==> src/rtl/pwm3_pkg.sv <==
package pwm3_pkg;

  // Action a channel takes on a given clock edge
  typedef enum logic [1:0] {
    ACT_HOLD  = 2'd0,  // keep current level
    ACT_START = 2'd1,  // period match: drive programmed start level
    ACT_FLIP  = 2'd2   // duty match: drive the opposite level
  } chan_act_e;

  // Fixed register offsets; duty offsets follow DUTY_BASE + channel
  localparam int unsigned PERIOD_OFS = 0;
  localparam int unsigned DUTY_BASE  = 1;

endpackage

==> src/rtl/pwm3_regs.sv <==
module pwm3_regs #(
  parameter int unsigned CNT_W   = 16,
  parameter int unsigned N_CH    = 3,
  parameter int unsigned ADDR_W  = 3,
  parameter logic [CNT_W-1:0] PRD_RST = '1,
  parameter logic [N_CH-1:0]  RST_LVL = '1
) (
  input  logic                         clk,
  input  logic                         rst_n,
  input  logic                         wr_en,
  input  logic [ADDR_W-1:0]            wr_addr,
  input  logic [CNT_W-1:0]             wr_data,
  output logic [CNT_W-1:0]             prd_q,
  output logic [N_CH-1:0][CNT_W-1:0]   duty_q,
  output logic [N_CH-1:0]              lvl_q
);
  import pwm3_pkg::*;

  localparam logic [ADDR_W-1:0] LVL_OFS = ADDR_W'(DUTY_BASE + N_CH);
  localparam logic [ADDR_W-1:0] PRD_A   = ADDR_W'(PERIOD_OFS);

  always_ff @(posedge clk) begin
    if (!rst_n) begin
      prd_q <= PRD_RST;
      lvl_q <= RST_LVL;
    end else if (wr_en) begin
      if (wr_addr == PRD_A)   prd_q <= wr_data;
      if (wr_addr == LVL_OFS) lvl_q <= wr_data[N_CH-1:0];
    end
  end

  for (genvar g = 0; g < N_CH; g++) begin : g_duty
    localparam logic [ADDR_W-1:0] MY_OFS = ADDR_W'(DUTY_BASE + g);
    always_ff @(posedge clk) begin
      if (!rst_n)                          duty_q[g] <= '0;
      else if (wr_en && wr_addr == MY_OFS) duty_q[g] <= wr_data;
    end
  end

endmodule

==> src/rtl/pwm3_counter.sv <==
module pwm3_counter #(
  parameter int unsigned CNT_W = 16
) (
  input  logic             clk,
  input  logic             rst_n,
  input  logic             cnt_en,
  input  logic [CNT_W-1:0] prd_q,
  output logic [CNT_W-1:0] cnt_q,
  output logic             prd_hit,
  output logic             prd_flag
);

  // Period compare only counts while the counter is running
  assign prd_hit = cnt_en && (cnt_q == prd_q);

  always_ff @(posedge clk) begin
    if (!rst_n) begin
      cnt_q    <= '0;
      prd_flag <= 1'b0;
    end else begin
      prd_flag <= prd_hit;
      if (prd_hit)     cnt_q <= '0;
      else if (cnt_en) cnt_q <= cnt_q + 1'b1;
    end
  end

endmodule

==> src/rtl/pwm3_chan.sv <==
module pwm3_chan #(
  parameter int unsigned CNT_W   = 16,
  parameter logic        LVL_RST = 1'b1
) (
  input  logic             clk,
  input  logic             rst_n,
  input  logic             cnt_en,
  input  logic             prd_hit,
  input  logic [CNT_W-1:0] cnt_q,
  input  logic [CNT_W-1:0] prd_q,
  input  logic [CNT_W-1:0] duty_q,
  input  logic             lvl,
  output logic             pwm_q
);
  import pwm3_pkg::*;

  chan_act_e act;

  always_comb begin
    if (duty_q == prd_q)                   act = ACT_HOLD;
    else if (prd_hit)                      act = ACT_START;
    else if (cnt_en && cnt_q == duty_q)    act = ACT_FLIP;
    else                                   act = ACT_HOLD;
  end

  always_ff @(posedge clk) begin
    if (!rst_n) begin
      pwm_q <= ~LVL_RST;
    end else begin
      unique case (act)
        ACT_START: pwm_q <= lvl;
        ACT_FLIP:  pwm_q <= ~lvl;
        default:   pwm_q <= pwm_q;
      endcase
    end
  end

endmodule

==> src/rtl/pwm3_timer.sv <==
module pwm3_timer #(
  parameter int unsigned CNT_W   = 16,
  parameter int unsigned N_CH    = 3,
  parameter int unsigned ADDR_W  = $clog2(N_CH + 2),
  parameter logic [CNT_W-1:0] PRD_RST = '1,
  parameter logic [N_CH-1:0]  RST_LVL = '1
) (
  input  logic              clk,
  input  logic              rst_n,
  input  logic              cnt_en,
  input  logic              wr_en,
  input  logic [ADDR_W-1:0] wr_addr,
  input  logic [CNT_W-1:0]  wr_data,
  output logic [N_CH-1:0]   pwm_out,
  output logic              prd_flag
);

  logic [CNT_W-1:0]           prd_q;
  logic [N_CH-1:0][CNT_W-1:0] duty_q;
  logic [N_CH-1:0]            lvl_q;
  logic [CNT_W-1:0]           cnt_q;
  logic                       prd_hit;

  pwm3_regs #(
    .CNT_W(CNT_W), .N_CH(N_CH), .ADDR_W(ADDR_W),
    .PRD_RST(PRD_RST), .RST_LVL(RST_LVL)
  ) i_regs (
    .clk(clk), .rst_n(rst_n), .wr_en(wr_en), .wr_addr(wr_addr),
    .wr_data(wr_data), .prd_q(prd_q), .duty_q(duty_q), .lvl_q(lvl_q)
  );

  pwm3_counter #(.CNT_W(CNT_W)) i_cnt (
    .clk(clk), .rst_n(rst_n), .cnt_en(cnt_en), .prd_q(prd_q),
    .cnt_q(cnt_q), .prd_hit(prd_hit), .prd_flag(prd_flag)
  );

  for (genvar g = 0; g < N_CH; g++) begin : g_chan
    pwm3_chan #(.CNT_W(CNT_W), .LVL_RST(RST_LVL[g])) i_chan (
      .clk(clk), .rst_n(rst_n), .cnt_en(cnt_en), .prd_hit(prd_hit),
      .cnt_q(cnt_q), .prd_q(prd_q), .duty_q(duty_q[g]), .lvl(lvl_q[g]),
      .pwm_q(pwm_out[g])
    );
  end

endmodule

==> config.mk <==
export PLATFORM = sky130hd
export DESIGN_NAME = pwm3_timer
export DESIGN_NICKNAME = d
export VERILOG_FILES = /design/src/rtl/pwm3_pkg.sv /design/src/rtl/pwm3_regs.sv /design/src/rtl/pwm3_counter.sv /design/src/rtl/pwm3_chan.sv /design/src/rtl/pwm3_timer.sv
export SDC_FILE = /design/constraint.sdc
export NUM_CORES = 1
export LEC_CHECK = 0
export ABC_AREA = 0
export ABC_CLOCK_PERIOD_IN_PS = 3150
export BUFFER_PORTS_ARGS = -buffer_cell sky130_fd_sc_hd__buf_2
export CAP_MARGIN = 20
export CORE_MARGIN = 1.5
export CORE_UTILIZATION = 35
export CTS_CLUSTER_DIAMETER = 150
export DETAILED_ROUTE_END_ITERATION = 16
export PLACE_DENSITY = 0.51
export SKIP_CTS_REPAIR_TIMING = 1
export SLEW_MARGIN = 15
export SYNTH_ARGS = -nofsm -noshare
export SYNTH_HDL_FRONTEND = slang
export SYNTH_SLANG_ARGS = --single-unit
==> constraint.sdc <==
create_clock -name clk -period 3.15 [get_ports clk]
set_input_delay 0.1575 -clock clk [delete_from_list [all_inputs] [get_ports clk]]
set_output_delay 0.1575 -clock clk [all_outputs]
set_load 0.005 [all_outputs]
# Yosys cells after proc, flatten, opt, wreduce, memory -nomap -nowiden

Index checks and enable logic that the tools add are counted.

Register bits after elaboration: 87
Logic and storage cells: 58
Input port bits: 23
Output and inout bits: 4

Reductions and logical operators: 14
Add/sub/neg operators: 1
Mux-type cells: 12
Bitwise operators: 4
Equal/unequal tests: 17

Operators by type and width:

| cell                    | number |
|---|---|
| $eq A16 B16 Y1          | 7 |
| $mux W2                 | 9 |
| $add A16 B1 Y16 const B | 1 |
| $logic_and A1 B1 Y1     | 7 |
| $eq A2 B1 Y1 const B    | 3 |
| $eq A2 B2 Y1 const B    | 3 |
| $eq A3 B2 Y1 const B    | 2 |
| $pmux W1 S2             | 3 |
| $reduce_bool A2 Y1      | 3 |
| $not A1 Y1              | 4 |
| $reduce_and A2 Y1       | 2 |
| $eq A3 B1 Y1 const B    | 1 |
| $eq A3 B3 Y1 const B    | 1 |
| $logic_not A3 Y1        | 1 |
| $reduce_or A2 Y1        | 1 |

# Depth between registers and ports, before layout

Depth in word-level cells: 7
Mapped depth: 10
Mapped depth without buffers: 9

# Cells and area by module

A second synthesis with hierarchy kept.

Cells, all modules: 520
Area, all modules: 4998.5 µm²

By module, submodules not included:

| module       | area each (µm²) | instances | seq. area each (µm²) | cells each |
|---|---|---|---|---|
| pwm3_regs    | 2671.3          | 1         | 1341.3               | 257 |
| pwm3_chan    | 429.2           | 3         | 20.0                 | 51 |
| pwm3_counter | 1039.7          | 1         | 340.3                | 110 |

# Worst setup path before layout

No wires, ideal clock.

Path type: register -> register
From: reg i_regs.prd_q[8]
To: reg g_chan[0].i_chan.pwm_q
Setup slack: 879 ps
Stages on the path, launching flop included: 11
Period minus slack after synthesis: 2271 ps
Arrival: 2156 ps
Setup time: 115 ps
Cells stage by stage: dfxtp_1 > clkbuf_1 > xor2_1 > nor4_1 > nand2_1 > nor4_1 > or2b_1 > ha_1 > nand2_1 > o21ai_0 > and2_1

Longest elaborated chain between the ends: 6
Elaborated cells between the ends (all ways): 9

RTL lines:

| item                                                     | line               | source |
|---|---|---|
| start, declared                                          | pwm3_regs.sv:13    | `output logic [CNT_W-1:0] prd_q,` |
| start signal, assigned                                   | pwm3_regs.sv:27    | `if (wr_addr == PRD_A) prd_q <= wr_data;` |
| $eq A16 B16 Y1                                           | pwm3_counter.sv:14 | `assign prd_hit = cnt_en && (cnt_q == prd_q);` |
| $logic_and A1 B1 Y1                                      | pwm3_counter.sv:14 |  |
| $mux W2                                                  | pwm3_chan.sv:21    | `else if (prd_hit) act = ACT_START;` |
| $mux W2 (*)                                              | pwm3_chan.sv:20    | `if (duty_q == prd_q) act = ACT_HOLD;` |
| $eq A2 B2 Y1 / $eq A2 B1 Y1 (equally long branches)      | pwm3_chan.sv:30    | `unique case (act)` |
| $pmux W1 S2 / $reduce_bool A2 Y1 (equally long branches) | -                  |  |
| end signal, assigned                                     | pwm3_chan.sv:31    | `ACT_START: pwm_q <= lvl;` |
| end signal, assigned                                     | pwm3_chan.sv:32    | `ACT_FLIP: pwm_q <= ~lvl;` |
| end signal, assigned                                     | pwm3_chan.sv:33    | `default: pwm_q <= pwm_q;` |
| end, declared                                            | pwm3_chan.sv:13    | `output logic pwm_q` |

Mark *: on every way between the ends. The rest lies on a longest branch, timed or not.
A chain may end at the register's enable or synchronous reset.

# Worst setup path in the final report

From: reg i_cnt.cnt_q[8]
To: reg g_chan[2].i_chan.pwm_q

Longest elaborated chain between the ends: 7
Elaborated cells between the ends (all ways): 11

RTL lines:

| item                                                     | line               | source |
|---|---|---|
| start, declared                                          | pwm3_counter.sv:8  | `output logic [CNT_W-1:0] cnt_q,` |
| start signal, assigned                                   | pwm3_counter.sv:23 | `else if (cnt_en) cnt_q <= cnt_q + 1'b1;` |
| $eq A16 B16 Y1                                           | pwm3_chan.sv:22    | `else if (cnt_en && cnt_q == duty_q) act = ACT_FLIP;` |
| $logic_and A1 B1 Y1                                      | pwm3_chan.sv:22    |  |
| $mux W2                                                  | pwm3_chan.sv:22    |  |
| $mux W2 (*)                                              | pwm3_chan.sv:21    |  |
| $mux W2 (*)                                              | pwm3_chan.sv:20    |  |
| $eq A2 B2 Y1 / $eq A2 B1 Y1 (equally long branches)      | pwm3_chan.sv:30    |  |
| $pmux W1 S2 / $reduce_bool A2 Y1 (equally long branches) | -                  |  |
| end signal, assigned                                     | pwm3_chan.sv:31    |  |
| end signal, assigned                                     | pwm3_chan.sv:32    |  |
| end signal, assigned                                     | pwm3_chan.sv:33    |  |
| end, declared                                            | pwm3_chan.sv:13    |  |

Marks and branches as above.

==> results_dict.tcl <==
set metrics [dict create \
    fin_ws_ps 444 \
    dieArea_sq_um 14600 \
    fill_cells 1396 \
    finalMaxSlewViolations 0 \
    dpl_worst_slack_ps 410 \
    synthesis.area_sq_um 4870 \
    cts-root-buf "clkbuf_16" \
    cts_tree "built" \
    multi_input_area_sq_um 2750 \
    grt_max_degree 50 \
    grt-ovfl-total 0 \
    ios 27 \
    final_cells 757 \
    hp-class "input port to register" \
    worst_ir_drop_vdd_mv 0.356 \
    drtIter0Drc 188 \
    power_leakage_nw 2.11 \
    crit_type "register to register" \
    hold_viol 0 \
    drc_errors 0 \
    min_period_over_period_pct 85.9 \
    drtPass1Iterations 6 \
    yosysMostFrequentCell "nand2_1" \
    synth_cells 590 \
    drv_cap 0 \
    grt_usage_pct 20.2 \
    syn_area_per_cell_sq_um 8.26 \
    vias 3722 \
    fin_setup_tns_ps 0 \
    dpl.cell_count 742 \
    cts_num_sinks 87 \
    reg2regPathDepth 10 \
    htree_levels 3 \
    fin_crit_ps 2710 \
    synth.largest_area_cell "dfxtp_1" \
    dieHeight_microns 121 \
    synth-main-ff-cell "dfxtp_1" \
    dpl.hpwl_microns 10300 \
    synth_seq_cells 87 \
    ys_seq_area_share_pct 35.7 \
    fp-row-count 42 \
    max_stage_delay_ps 500 \
    worst_setup_path_start_kind "register" \
    cp_max_fo 7 \
    skew_ps 6.62 \
    wl_microns 13800 \
    synthTopCellsByCount "147 x nand2_1, 87 x dfxtp_1, 70 x xnor2_1, 60 x xor2_1, 44 x a21boi_0" \
    synth_top_area_share_pct 35.7 \
    grt_pass1_wl_microns 21800 \
    gp_congestion 0.916 \
    fmax_mhz 369 \
    finalPower_mw 2.55 \
    wl_per_cell_microns 18.2 \
    cts_buffer_depth 2 \
    initial_core_util_pct 36.4 \
    path_clk_slew_ps 60 \
    portBuffers 26 \
    powerDensity_nw_per_um2 488 \
    ys_types 28 \
    nets 604 \
    cpMaxStageDelayCell "dfxtp_1" \
    max-slew-margin-rel_pct 44.1 \
    synth_nets 617 \
    design.core.area_sq_um 13400 \
    grt_pass1_vias 3724 \
    required_ps 3400 \
    antenna_found_initial 0 \
    synth_warnings 0 \
    path_cells "xor2_1 -> nor4_1 -> nand2_1 -> nor4_1 -> buf_4 -> or2b_1 -> ha_1 -> nand2_1 -> o21ai_0 -> and2_1" \
    cts_buffers 9 \
    drt.antenna.violating_nets 0 \
    async_flop_share_pct 0 \
    yosys-top-cells-area "dfxtp_1 36%, xnor2_1 13%, nand2_1 11%, xor2_1 11%, a21boi_0 6.8%" \
    setup_viol 0 \
    min_path_cells 3 \
    synth-edff-count 0 \
    rsz0062_at_grt "no" \
    via_per_inst 4.92 \
    syn_to_final_growth_pct 7.24 \
    worstMarginPinSlew_ps 837 \
    layout-drive-gt1-share_pct 9.12 \
    num_antenna_cells 0 \
    crit_arrival_ps 2950 \
    dieWidth_microns 121 \
    insertion_delay_ps 350 \
    seq_area_sq_um 1740 \
    end_kind "register" \
    outcome "finished, final reports clean" \
]
## report_power, final
group | switching [mW] | internal, mW | leakage, nW | total (mW)
combinational | 0.127 | 0.103 | 1.25 | 0.230
clock | 0.441 | 0.710 | 0.155 | 1.15
sequential | 0.0414 | 1.13 | 0.705 | 1.17
total | 0.609 | 1.94 | 2.11 | 2.55
## layout by cell type (no fill, tap or decap), drive strengths merged, types with 3 or more instances in the layout
cell    synthesis  routed
ha              4       4
nand4          20      20
xor2           60      60
dfxtp          87      87
and2            5       5
nor4           17      17
clkbuf         37      11
nor3            9       9
or2             3       3
nand3          23      23
buf            22      35
o21ai           3       3
xnor2          70      70
nand2         147     147
nor2           22      22
a21boi         48      48
mux2i           4       4
## path summary, 6_finish.rpt
path | from | endpoint | slack, ps
min reg2reg | i_regs.lvl_q[0]$_SDFFE_PN1P_ | i_regs.lvl_q[0]$_SDFFE_PN1P_ | 500
min | wr_data[14] | i_regs.prd_q[14]$_SDFFE_PN1P_ | 70
max | i_cnt.cnt_q[8]$_SDFFE_PP0P_ | g_chan[2].i_chan.pwm_q$_SDFFE_PN0P_ | 440
max reg2reg | i_cnt.cnt_q[8]$_SDFFE_PP0P_ | g_chan[2].i_chan.pwm_q$_SDFFE_PN0P_ | 440
## stage by stage
stage,utilization [%],cell area [sq um],hold slack [ps]
after global placement,36.7,4910,419
final,39.0,5230,70.1
after CTS,39.0,5230,60.8
after detailed placement,36.7,4910,428
after floorplan,-,4870,281
after global routing,39.0,5230,82.7
## cell families (layout without fill, tap and decap cells)
group,count (synthesis),after routing,synth area share [%]
AND/OR/NAND/NOR,252,252,22.9
XOR/XNOR,130,130,23.4
flip-flops,87,87,35.7
buffers and inverters,61,52,7.91
AO/OA/AOI/OAI,52,52,8.26
adder cells (fa/ha/maj),4,4,1.03
multiplexers,4,4,0.821
## critical path, delay by kind of cell (launching register included)
kind                     cells  cell delay (ps)
XOR/XNOR                     1              130
adder cells (fa/ha/maj)      1              310
AO/OA/AOI/OAI                1               60
flip-flops                   1              500
AND/OR/NAND/NOR              6             1420
buffers and inverters        1              190
## metal layers
layer,track usage (%),part of all wire (%),up-vias
met2,31.9,46,65
met3,3.95,4.1,18
met4,6.25,1.6,0
met5,0,0,-
met1,27.9,49,1767
li1,-,-,1872
## flip-flops by register name, summed over array words and instances (netlist names)
name                 flops
i_cnt.cnt_q             16
i_cnt.prd_flag           1
i_regs.prd_q            16
i_regs.lvl_q             3
i_regs.duty_q           48
g_chan.i_chan.pwm_q      3
## area by class of cell
type | count | area share (%)
multi-input combinational | 442 | 52.6
sequential | 87 | 33.3
clock buffer | 11 | 4.64
tap | 176 | 4.21
timing repair buffer | 35 | 3.78
clock inverter | 4 | 1.34
inverter | 2 | 0.144
(Power assumes the default switching activity.)
